### config.mk
export PLATFORM = sky130hd
export DESIGN_NAME = pla_array
export DESIGN_NICKNAME = d
export VERILOG_FILES = /design/src/rtl/pla_pkg.sv /design/src/rtl/pla_cfg_shadow.sv /design/src/rtl/pla_and_plane.sv /design/src/rtl/pla_or_plane.sv /design/src/rtl/pla_array.sv
export SDC_FILE = /design/constraint.sdc
export NUM_CORES = 1
export LEC_CHECK = 0
export ABC_AREA = 1
export ABC_CLOCK_PERIOD_IN_PS = 1250
export BUFFER_PORTS_ARGS = -buffer_cell sky130_fd_sc_hd__buf_2
export CAP_MARGIN = 40
export CORE_MARGIN = 2
export CORE_UTILIZATION = 55
export DETAILED_ROUTE_END_ITERATION = 8
export PLACE_DENSITY = 0.74
export RECOVER_POWER = 25
export SKIP_CTS_REPAIR_TIMING = 1
export SYNTH_ARGS = -nofsm -noshare
export SYNTH_HDL_FRONTEND = slang
export SYNTH_SLANG_ARGS = --single-unit
export TNS_END_PERCENT = 1
### constraint.sdc
create_clock -name clk -period 1.25 [get_ports clk]
set_input_delay 0 -clock clk [delete_from_list [all_inputs] [get_ports clk]]
set_output_delay 0 -clock clk [all_outputs]
set_load 0.01 [all_outputs]
### src/rtl/pla_pkg.sv
package pla_pkg;

  // total configuration stream length
  function automatic int cfg_bits(int n, int p, int m);
    return p * 2 * n + p * m + m;
  endfunction

  // stream position of literal k of term t (k = 2i true, 2i+1 complement)
  function automatic int and_pos(int n, int t, int k);
    return t * 2 * n + k;
  endfunction

  // stream position of the link from term t to output o
  function automatic int or_pos(int n, int p, int m, int t, int o);
    return p * 2 * n + t * m + o;
  endfunction

  // stream position of the inversion bit of output o
  function automatic int pol_pos(int n, int p, int m, int o);
    return p * 2 * n + p * m + o;
  endfunction

endpackage

### src/rtl/pla_cfg_shadow.sv
module pla_cfg_shadow
  import pla_pkg::*;
#(
  parameter int N_IN   = 4,
  parameter int N_TERM = 6,
  parameter int N_OUT  = 3
) (
  input  logic                                clk,
  input  logic                                rst,
  input  logic                                shift_en,
  input  logic                                shift_bit,
  input  logic                                commit,
  output logic [N_TERM-1:0][2*N_IN-1:0]       and_map,
  output logic [N_TERM-1:0][N_OUT-1:0]        or_map,
  output logic [N_OUT-1:0]                    pol
);
  localparam int LIT = 2 * N_IN;
  localparam int LEN = cfg_bits(N_IN, N_TERM, N_OUT);

  logic [LEN-1:0] shadow_q;
  logic [LEN-1:0] active_q;

  always_ff @(posedge clk) begin
    if (rst) begin
      shadow_q <= '0;
      active_q <= '0;
    end else begin
      if (shift_en) shadow_q <= {shadow_q[LEN-2:0], shift_bit};
      if (commit)   active_q <= shadow_q;
    end
  end

  // first bit shifted ends at the MSB: position p sits at LEN-1-p
  for (genvar t = 0; t < N_TERM; t++) begin : g_term
    for (genvar k = 0; k < LIT; k++) begin : g_lit
      assign and_map[t][k] = active_q[LEN-1-and_pos(N_IN, t, k)];
    end
    for (genvar o = 0; o < N_OUT; o++) begin : g_link
      assign or_map[t][o] = active_q[LEN-1-or_pos(N_IN, N_TERM, N_OUT, t, o)];
    end
  end

  for (genvar o = 0; o < N_OUT; o++) begin : g_pol
    assign pol[o] = active_q[LEN-1-pol_pos(N_IN, N_TERM, N_OUT, o)];
  end

endmodule

### src/rtl/pla_and_plane.sv
module pla_and_plane #(
  parameter int N_IN   = 4,
  parameter int N_TERM = 6
) (
  input  logic [N_IN-1:0]                     x,
  input  logic [N_TERM-1:0][2*N_IN-1:0]       and_map,
  output logic [N_TERM-1:0]                   terms
);
  localparam int LIT = 2 * N_IN;

  logic [LIT-1:0] lit;

  for (genvar i = 0; i < N_IN; i++) begin : g_lit
    assign lit[2*i]   = x[i];
    assign lit[2*i+1] = ~x[i];
  end

  // an unconnected row is disabled rather than constant 1
  for (genvar t = 0; t < N_TERM; t++) begin : g_term
    assign terms[t] = (|and_map[t]) & (&(~and_map[t] | lit));
  end

endmodule

### src/rtl/pla_or_plane.sv
module pla_or_plane #(
  parameter int N_TERM  = 6,
  parameter int N_OUT   = 3,
  parameter bit REG_OUT = 1'b1
) (
  input  logic                                clk,
  input  logic                                rst,
  input  logic [N_TERM-1:0]                   terms,
  input  logic [N_TERM-1:0][N_OUT-1:0]        or_map,
  input  logic [N_OUT-1:0]                    pol,
  output logic [N_OUT-1:0]                    raw,
  output logic [N_OUT-1:0]                    dout
);
  for (genvar o = 0; o < N_OUT; o++) begin : g_out
    logic [N_TERM-1:0] col;
    for (genvar t = 0; t < N_TERM; t++) begin : g_col
      assign col[t] = or_map[t][o];
    end
    assign raw[o] = |(col & terms);
  end

  if (REG_OUT) begin : g_reg
    always_ff @(posedge clk) begin
      if (rst) dout <= '0;
      else     dout <= raw ^ pol;
    end
  end else begin : g_comb
    assign dout = raw ^ pol;
  end

endmodule

### src/rtl/pla_array.sv
module pla_array #(
  parameter int N_IN    = 4,
  parameter int N_TERM  = 6,
  parameter int N_OUT   = 3,
  parameter bit REG_OUT = 1'b1
) (
  input  logic             clk,
  input  logic             rst,
  input  logic             cfg_shift_en,
  input  logic             cfg_bit,
  input  logic             cfg_commit,
  input  logic [N_IN-1:0]  din,
  output logic [N_OUT-1:0] dout
);
  logic [N_TERM-1:0][2*N_IN-1:0] and_map_w;
  logic [N_TERM-1:0][N_OUT-1:0]  or_map_w;
  logic [N_OUT-1:0]              pol_w;
  logic [N_TERM-1:0]             terms_w;
  logic [N_OUT-1:0]              raw_w;

  pla_cfg_shadow #(.N_IN(N_IN), .N_TERM(N_TERM), .N_OUT(N_OUT)) u_cfg (
    .clk      (clk),
    .rst      (rst),
    .shift_en (cfg_shift_en),
    .shift_bit(cfg_bit),
    .commit   (cfg_commit),
    .and_map  (and_map_w),
    .or_map   (or_map_w),
    .pol      (pol_w)
  );

  pla_and_plane #(.N_IN(N_IN), .N_TERM(N_TERM)) u_and (
    .x      (din),
    .and_map(and_map_w),
    .terms  (terms_w)
  );

  pla_or_plane #(.N_TERM(N_TERM), .N_OUT(N_OUT), .REG_OUT(REG_OUT)) u_or (
    .clk   (clk),
    .rst   (rst),
    .terms (terms_w),
    .or_map(or_map_w),
    .pol   (pol_w),
    .raw   (raw_w),
    .dout  (dout)
  );

endmodule

# Word-level counts from Yosys, hierarchy flattened

Index checks and enable logic that the tools add are counted.

Word-level logic and storage cells: 44
Output and inout bits: 3
Input bits: 9
Flip-flop bits (word level): 141

Bitwise logic cells: 26
Reduce and logical (&&, ||, !) cells: 15

Operators by type and width:

| operator            | number |
|---|---|
| inverter 8 bit      | 6 |
| OR 8 bit            | 6 |
| AND reduction 8 bit | 6 |
| OR reduction 8 bit  | 6 |
| AND 6 bit           | 3 |
| OR reduction 6 bit  | 3 |
| AND 1 bit           | 6 |
| inverter 1 bit      | 4 |
| bitwise XOR 3 bit   | 1 |

# Logic depth before layout (Yosys ltp)

Gate-level depths: netlist of the first run.

Depth in word-level cells: 7
Gate-level depth with buffers: 12
Depth with buffers taken out: 11

# Modules after synthesis

A second synthesis of the first run with hierarchy kept.

Cells, all modules: 1003
Area total of the unflattened synthesis: 6286.0 µm²

Modules (own cells, without submodules):

| module         | area an instance (µm²) | instances | cells an instance | sequential area each (µm²) |
|---|---|---|---|---|
| pla_cfg_shadow | 5431.5                 | 1         | 806               | 2762.6 |
| pla_and_plane  | 550.5                  | 1         | 142               | 0.0 |
| pla_or_plane   | 304.0                  | 1         | 55                | 60.1 |

# Worst setup path before layout of the first run

Ideal clock, no wire load.

Kind: register to register
From: register u_cfg.active_q[58]
To: register u_or.dout[2]
Data required time: 1.135 ns
Setup slack: 0.114 ns
Path buffers: 0
Data arrival time: 1.021 ns
Cell stages (with the launch flop): 11
Period minus slack after synthesis: 1.136 ns
Library setup time: 0.115 ns
Cell sequence: dfxtp_1 -> inv_1 -> nand2_1 -> nor3_1 -> nand2_1 -> nand3_1 -> nand2_1 -> nor2_1 -> nand3_2 -> nand2_1 -> nor2_1

Word-level cells in the longest chain between the ends: 7
Elaborated cells between the ends (all ways): 8
Classes of those cells: 5 x bitwise; 3 x reduce/logical

Ends and longest elaborated chain:

| what                     | line                 | source |
|---|---|---|
| start: declaration       | pla_cfg_shadow.sv:21 | `logic [LEN-1:0] active_q;` |
| start signal: assignment | pla_cfg_shadow.sv:29 | `if (commit) active_q <= shadow_q;` |
| inverter 8 bit           | pla_and_plane.sv:20  | `assign terms[t] = (\|and_map[t]) & (&(~and_map[t] \| lit));` |
| OR 8 bit                 | pla_and_plane.sv:20  |  |
| AND reduction 8 bit      | pla_and_plane.sv:20  |  |
| AND 1 bit *              | pla_and_plane.sv:20  |  |
| AND 6 bit *              | pla_or_plane.sv:19   | `assign raw[o] = \|(col & terms);` |
| OR reduction 6 bit *     | pla_or_plane.sv:19   |  |
| bitwise XOR 3 bit *      | pla_or_plane.sv:25   | `else dout <= raw ^ pol;` |
| end signal: assignment   | pla_or_plane.sv:25   |  |
| end: declaration         | pla_or_plane.sv:12   | `output logic [N_OUT-1:0] dout` |

Mark *: on every way between the ends. The rest lies on a longest branch, timed or not.
A chain may end at the register's enable or synchronous reset.

# Worst setup path after layout of the first run

From: register u_cfg.active_q[44]
To: register u_or.dout[1]

Same word-level chain as after synthesis.

==> out/results.txt, run 1 <==
The number of register bits inferred by synthesis is 141. Sorting the synthesized cells by area gives the leading types as dfxtp_1 (51%), nor2_1 (15%), o21ai_0 (14%). The routed design has 12,400 um of wire. The H-tree generated during clock tree synthesis spans 4 levels. The post-placement cell area was 0.00572 mm2. The logs give 18 for the number of distinct standard cells referenced by the synthesized netlist and 0.00550 mm2 for the cell area after technology mapping. The post-route clock skew is 10.4 ps. The longest individual stage delay on the worst path is 330 ps, and the starting utilization of the core area is 56.6%. The run gives 534 um as the wire length on met3.

The leakage dissipation was 2.82 nW. In the final routing, the length of wire on met1 measures 5660 um. The later pin in the worst-skew pair is clocked with a latency of 520 ps. No sink is reached through more buffers than the 2 on the longest clock path. In this run the top signal layer used is met4.

In the routed design, unresolved DRC markers number 0. In the layout the commonest cells are nor2_1 (218), o21ai_0 (148), dfxtp_1 (139). After the last flow step, the layout net total stands at 778. After synthesis, the largest area contributor takes up 51.3% of total cell area. The worst path in the final design needs a cycle of 1320 ps, including I/O delays and setup. Walking the worst path, the cells encountered are inv_1 > nand2_1 > nand2_1 > nand2_1 > nor2_2 > nand3_1 > nand2_2 > nor2_4 > a21oi_2 > nor2_1. The yosys synthesis warning count was 0. OpenSTA, run right after detailed placement, puts the worst setup slack at -136 ps.

Synthesis produced 761 cells. Derived from the worst setup path, the maximum achievable clock frequency is 0.756 GHz. After detailed routing, the average wire length per cell comes to 13.5 um. The core footprint was 0.00973 mm2. The TritonCTS buffer count is 17. Cells fill 66.9% of the core in the end. The count of buffers added on input and output ports is 11. In this design, the critical path's most frequently occurring cell is nand2_1. The number of nets in the synthesized netlist is 770. The initial antenna violation count was 0; the number of buffer and inverter instances along the worst setup path was 1. The class of the tightest hold or removal check was input port to register. The flow ran to the end, but the final reports show violations. Startpoint class of the critical path: a register.

The checks that failed: negative setup slack. The number of nets still failing antenna checks after routing came out at 0. The run gives 0.00650 mm2 as the post-route cell area. Setup repair after global routing could not meet its margin everywhere. The number of pins exceeding their max-slew limit in the final report came out at 0. Dominant delay contributor by cell family on the critical path: simple AND/OR/NAND/NOR gates. The floorplan step defined a die boundary enclosing 0.0108 mm2. STA puts the critical path data required time at 1670 ps.

For this block, the initial DRC count from the detailed router was 254. The weighted congestion reported at the end of routability-driven placement was 0.838; the number of clock sinks was 141. The average cell area after synthesis came out at 7.23 um2. Measured along the x axis, the die boundary spans 104 um. For the max-capacitance violation count, the log shows 0.

The run gives 5 as the number of detailed-routing iterations run before antenna repair. For this design, the slowest cell found on the critical path is dfxtp_1. Clock tree synthesis selected as its root buffer the cell clkbuf_8. Global routing used 23.5% of the available tracks across all layers. The logs give 0 for the hold violation count in the final report and 51.3% for the part of the Yosys area used for sequential elements. Measured along the y axis, the die boundary spans 104 um. The area growth from synthesis to layout is 18.2%. Pin placement for this block handled 12 I/O pins.

The number of vias after detailed routing came out at 4,881. The logs give 7300 um for the sum of net half-perimeters after detailed placement and 1740 ps for the worst path arrival time. The post-CTS clock slew at the launch and capture registers of the worst setup and hold paths was 60 ps; the slew at the pin with the worst max-slew slack was 624 ps. Entering global routing, the biggest net connects 79 pins. Cells with a size suffix above 1 make up 14.1% of the layout.

The slack of the critical path was -73.4 ps; the highest fanout seen on the critical path was 3. 0 antenna diodes ended up in the layout. Standard-cell row count: 36. The final critical path takes up 106% of the cycle. The post-detailed-route via-to-cell ratio works out to 5.34. The worst setup path is of the register to register kind. TritonCTS built the clock tree. In this run the tightest slew margin relative to its limit is 58.4%.

The first global-routing pass estimated 20,900 um of wire. The worst-case vdd ir drop was 0.999 mV. The routed wire length on met2 came out at 6040 um. The worst setup path is captured at a register. Dividing total power by cell area gives a power density of 1770 mW/mm2. The library cell used most frequently in the layout, excluding fill and tap cells, is nor2_1. The total overflow left after global routing is 0.

Summed over all instances, the cell type with the most area after synthesis is dfxtp_1. The total setup violations reported at the end of the flow was 3; the number of global-route vias before repair was 4,625.
## final cells by class
| class | instances | area (um2) |
|---|---|---|
| fill | 830 | 3220 |
| sequential | 141 | 2830 |
| multi-input combinational | 518 | 2360 |
| clock buffer | 18 | 428 |
| timing repair buffer | 36 | 300 |
| clock inverter | 13 | 213 |
| inverter | 55 | 206 |
| tap | 133 | 166 |
## stage by stage
step / std cells / hold slack (ps) / setup TNS [ps] / power [mW]
after global placement: 878 / 223 / -300 / 5.99
after global routing: 914 / 36.5 / -523 / 11.9
after detailed placement: 878 / 227 / -386 / 6.04
after CTS: 909 / -315 / -488 / 11.5
final: 914 / 12.7 / -162 / 11.5
after floorplan: 761 / 135 / 0 / 5.74
## state kept, by name (all words and copies together), names as in the netlist
register / flops
u_cfg.shadow_q: 69
u_or.dout: 3
u_cfg.active_q: 69
## synth_stat cells (all sizes together)
| master | count |
|---|---|
| o21ai | 151 |
| nor2 | 230 |
| nand3 | 18 |
| nor3 | 5 |
| clkbuf | 35 |
| nand2 | 63 |
| a21oi | 48 |
| inv | 55 |
| dfxtp | 141 |
| buf | 12 |
| nand4 | 3 |
## worst paths after layout
path                                    from                               to  slack, ps  cells past startpoint
min reg2reg  u_cfg.active_q[28]$_SDFFE_PP0P_  u_cfg.active_q[28]$_SDFFE_PP0P_        460                      2
max reg2reg  u_cfg.active_q[44]$_SDFFE_PP0P_          u_or.dout[1]$_SDFF_PP0_        -70                     10
min                             cfg_shift_en  u_cfg.shadow_q[40]$_SDFFE_PP0P_         10                      5
max          u_cfg.active_q[44]$_SDFFE_PP0P_          u_or.dout[1]$_SDFF_PP0_        -70                     10
## tightest hold or removal path: stages
cell    delay, ps
buf_2          90
inv_2          40
buf_12        190
nor2_1        110
nor2_1         50
## kinds of logic (layout without fill, tap and decap cells)
family / count (synthesis) / after routing / synth area share, %
simple gates: 319 / 319 / 23.1
compound gates: 199 / 199 / 18.1
flops: 141 / 141 / 51.3
buf+inv: 102 / 122 / 7.48
## metal layers
layer,vias to the layer above,global-route usage (%)
met2,104,40.1
li1,2462,-
met5,-,0
met4,0,9.27
met1,2300,28.9
met3,15,5.08
## where the power goes
part | switching [mW] | leakage [nW] | internal [mW]
combinational | 0.685 | 1.33 | 0.390
clock | 1.96 | 0.316 | 3.51
sequential | 0.177 | 1.17 | 4.79
total | 2.82 | 2.82 | 8.68
Note: power is estimated with default switching activity, not from simulation.
==> run 2: changes to the inputs <==
--- a/config.mk
+++ b/config.mk
@@ -14,7 +14,6 @@
 export DETAILED_ROUTE_END_ITERATION = 8
 export PLACE_DENSITY = 0.74
 export RECOVER_POWER = 25
-export SKIP_CTS_REPAIR_TIMING = 1
 export SYNTH_ARGS = -nofsm -noshare
 export SYNTH_HDL_FRONTEND = slang
 export SYNTH_SLANG_ARGS = --single-unit
==> out/results.txt, run 2 (same netlist as run 1, synthesis figures left out) <==
The logs give 5 (+2) for the total setup violations reported at the end of the flow and 0.00694 mm2 (+6.7%) for the post-route cell area. Number of buffer and inverter instances along the worst setup path: 1 (unchanged). The worst setup path is launched from a register.

TritonCTS built the clock tree. The all-layer global routing usage was 27.1% (+3.6 points); the worst-case vdd ir drop was 1.02 mV (+2.4%). The logs give 530 ps (about the same) for the clock insertion delay at the later pin of the skew report and 5,169 (+12%) for the number of global-route vias before repair. For the minimum setup slack after placement, the log shows -136 ps (unchanged).

CTS placed an instance of clkbuf_8 at the clock tree root. The number of DRC violations after detailed routing is 0 (unchanged), and the post-CTS clock slew at the launch and capture registers of the worst setup and hold paths is 60 ps (about the same). Standard-cell row count: 36 (unchanged). Capturing point of the worst reg2reg path: u_or.dout[0]$_SDFF_PP0_. Chip width: 104 um (unchanged). The area of the multi-input gates was 0.00241 mm2 (+1.8%); the power density over cell area was 1690 mW/mm2 (-4.6%). The critical path is of the register to register type. The largest registers in the layout are u_cfg.active_q (69), u_cfg.shadow_q (69), u_or.dout (3).

The number of antenna cells inserted was 0 (unchanged). The sequential cell area in the final layout is 0.00284 mm2 (+0.40%), and the worst path arrival time is 1790 ps (+50 ps). The TritonCTS buffer count was 17 (unchanged); the overall power of the completed layout was 11.7 mW (+1.8%). From synthesis to final layout, the design area changed by 26.1%. The depth of the worst register-to-register path came out at 10 (unchanged). Net count reported at finish: 813 (+4.5%).

Broken down by cell family, the worst path's largest delay share belongs to simple AND/OR/NAND/NOR gates. The final reports fail on negative setup slack. The logs give 7300 um (unchanged) for the sum of net half-perimeters after detailed placement and 0 (unchanged) for the number of nets still failing antenna checks after routing. Setup slack of the worst register-to-register path: -130 ps (-50 ps).

The slack of the critical path was -125 ps (-51.6 ps); the routed wire length was 14,100 um (+14%). The longest individual stage delay on the worst path is 310 ps (-20 ps). By instance count, the cell type seen most on the critical path is nand2_1. In this run the worst hold path is classified as input port to register.

The starting DRC count in detailed routing is 342 (+35%). The tools report the weighted congestion reported at the end of routability-driven placement as 0.838 (unchanged). The maximum level of the CTS H-tree was 4 (unchanged).

The depth of the worst hold-timing path is 5 (unchanged), and the number of clock sinks is 141 (unchanged). The slew at the pin with the worst max-slew slack was 647 ps (+23.2 ps). For the number of detailed-routing iterations run before antenna repair, the log shows 5 (unchanged). The number of pins exceeding their max-slew limit in the final report was 0 (unchanged). The logs give 0 (unchanged) for the initial antenna violation count and 5,215 (+6.8%) for the number of vias after detailed routing. The top cell types in the final layout, fill and taps aside, are nor2_1 (215), o21ai_0 (133), dfxtp_1 (128). The clock period minus final worst setup slack works out to 1380 ps (+51.6 ps). The starting utilization of the core area is 56.6% (unchanged), and the ratio of final minimum period to clock period is 110% (+4.1 points). The full die area is 0.0108 mm2 (unchanged).

The max-capacitance violation count is 0 (unchanged). The fraction of final layout cells with drive strength greater than 1 works out to 16.2% (+2.1 points). Fmax: 0.727 GHz (-3.8%). The mean routed wirelength per cell works out to 14.9 um (+10%).

Setup repair after global routing could not meet its margin everywhere. The element type at the critical path end was a register. For hold timing, the worst endpoint is u_cfg.shadow_q[48]$_SDFFE_PP0P_.

The relative max-transition margin was 56.9% (-1.5 points); the number of buffers added on ports was 11 (unchanged). The largest buffer count on any clock path came out at 2 (unchanged). The chip height is 104 um (unchanged). Traced cell by cell, the critical path runs through inv_1 > nand2_1 > nand2_1 > nand2_1 > nor2_2 > nand3_2 > nand2_2 > nor2_4 > a21oi_2 > nor2_1. The core footprint is 0.00973 mm2 (unchanged). Hold violation count in the final report: 0 (unchanged). The startpoint identified for the worst register-to-register timing path is u_cfg.active_q[61]$_SDFFE_PP0P_. The tools report the post-placement cell area as 0.00572 mm2 (unchanged). The aggregate global routing overflow is 0 (unchanged).

Maximum number of pins on one net before global-route repair: 70 (-11%). Post-detailed-route via-to-cell ratio: 5.50 (+2.9%). The critical path required time came out at 1660 ps (about the same). The run finished, with violations left. The logs give 24,000 um (+15%) for the wire length of the first global-routing pass and 777 (-6.4%) for the final-layout fill cell count. The highest fanout seen on the critical path is 3 (unchanged), and the leakage dissipation is 2.97 nW (+5.6%). The number of top-level pins is 12 (unchanged). The most frequent standard cell in the layout excluding fill and tap cells was nor2_1. The cell with the largest stage delay on the worst path was dfxtp_1. The startpoint of the worst hold path is cfg_shift_en. Post-route clock skew: 7.30 ps (-3.14 ps).
[run 2: cell types whose count changed in the layout (fill, tap and decap cells not counted), sizes merged]
cell	delta
buf	+1
dlygate4sd3	+31
dlymetal6s4s	+3
[run 2: worst max path at each step]
stage	startpoint	to	slack, ps	cells after the start
floorplan	u_cfg.active_q[58]$_SDFFE_PP0P_	u_or.dout[2]$_SDFF_PP0_	110	10
global placement	u_cfg.active_q[58]$_SDFFE_PP0P_	u_or.dout[1]$_SDFF_PP0_	-110	10
detailed placement	u_cfg.active_q[58]$_SDFFE_PP0P_	u_or.dout[2]$_SDFF_PP0_	-140	10
CTS	u_cfg.active_q[50]$_SDFFE_PP0P_	u_or.dout[1]$_SDFF_PP0_	-60	10
global route	u_cfg.active_q[36]$_SDFFE_PP0P_	u_or.dout[0]$_SDFF_PP0_	-180	8
finish	u_cfg.active_q[61]$_SDFFE_PP0P_	u_or.dout[0]$_SDFF_PP0_	-130	10
[run 2: repair_timing]
item / 4_1_cts / 5_1_grt
hold endpoints to repair: 127 / 0
pin swaps: 12 / 13
gates resized for setup: 20 / 56
setup buffers: 1 / 0
hold buffers: 39 / 0
setup endpoints to repair: 3 / 25
[run 2: metal layers]
metal	GRT usage [%]	part of all wire (%)	routed length, um
met1	32.1	42	5870
met2	46.9	51	7170
met3	5.95	5.2	737
met4	12.5	2.5	351
met5	0	0	0
[run 2: where the power goes]
group / internal [mW] / total [mW] / switching [mW]
Sequential: 4.79 / 4.98 / 0.186
Clock: 3.51 / 5.48 / 1.97
Combinational: 0.500 / 1.26 / 0.756
[run 2: final cells by class]
cell class / count / area share [%]
sequential: 141 / 40.9
multi-input combinational: 518 / 34.7
timing repair buffer: 71 / 9.86
clock buffer: 18 / 6.16
clock inverter: 13 / 3.06
inverter: 55 / 2.97
tap: 133 / 2.40
[run 2: metrics by stage]
step           hold WS [ps]  setup TNS, ps  cells  utilization, %
6_report               8.93           -420    949            71.4
2_1_floorplan           135              0    761               -
3_5_place_dp            227           -386    878            58.8
5_1_grt                43.9           -767    949            71.4
4_1_cts                5.77           -137    949            70.4
3_3_place_gp            223           -300    878            58.8
[run 2: worst min-delay path, cell delays in order]
cell	delay [ps]
buf_2	90
inv_2	40
buf_12	200
nor2_1	110
nor2_1	40
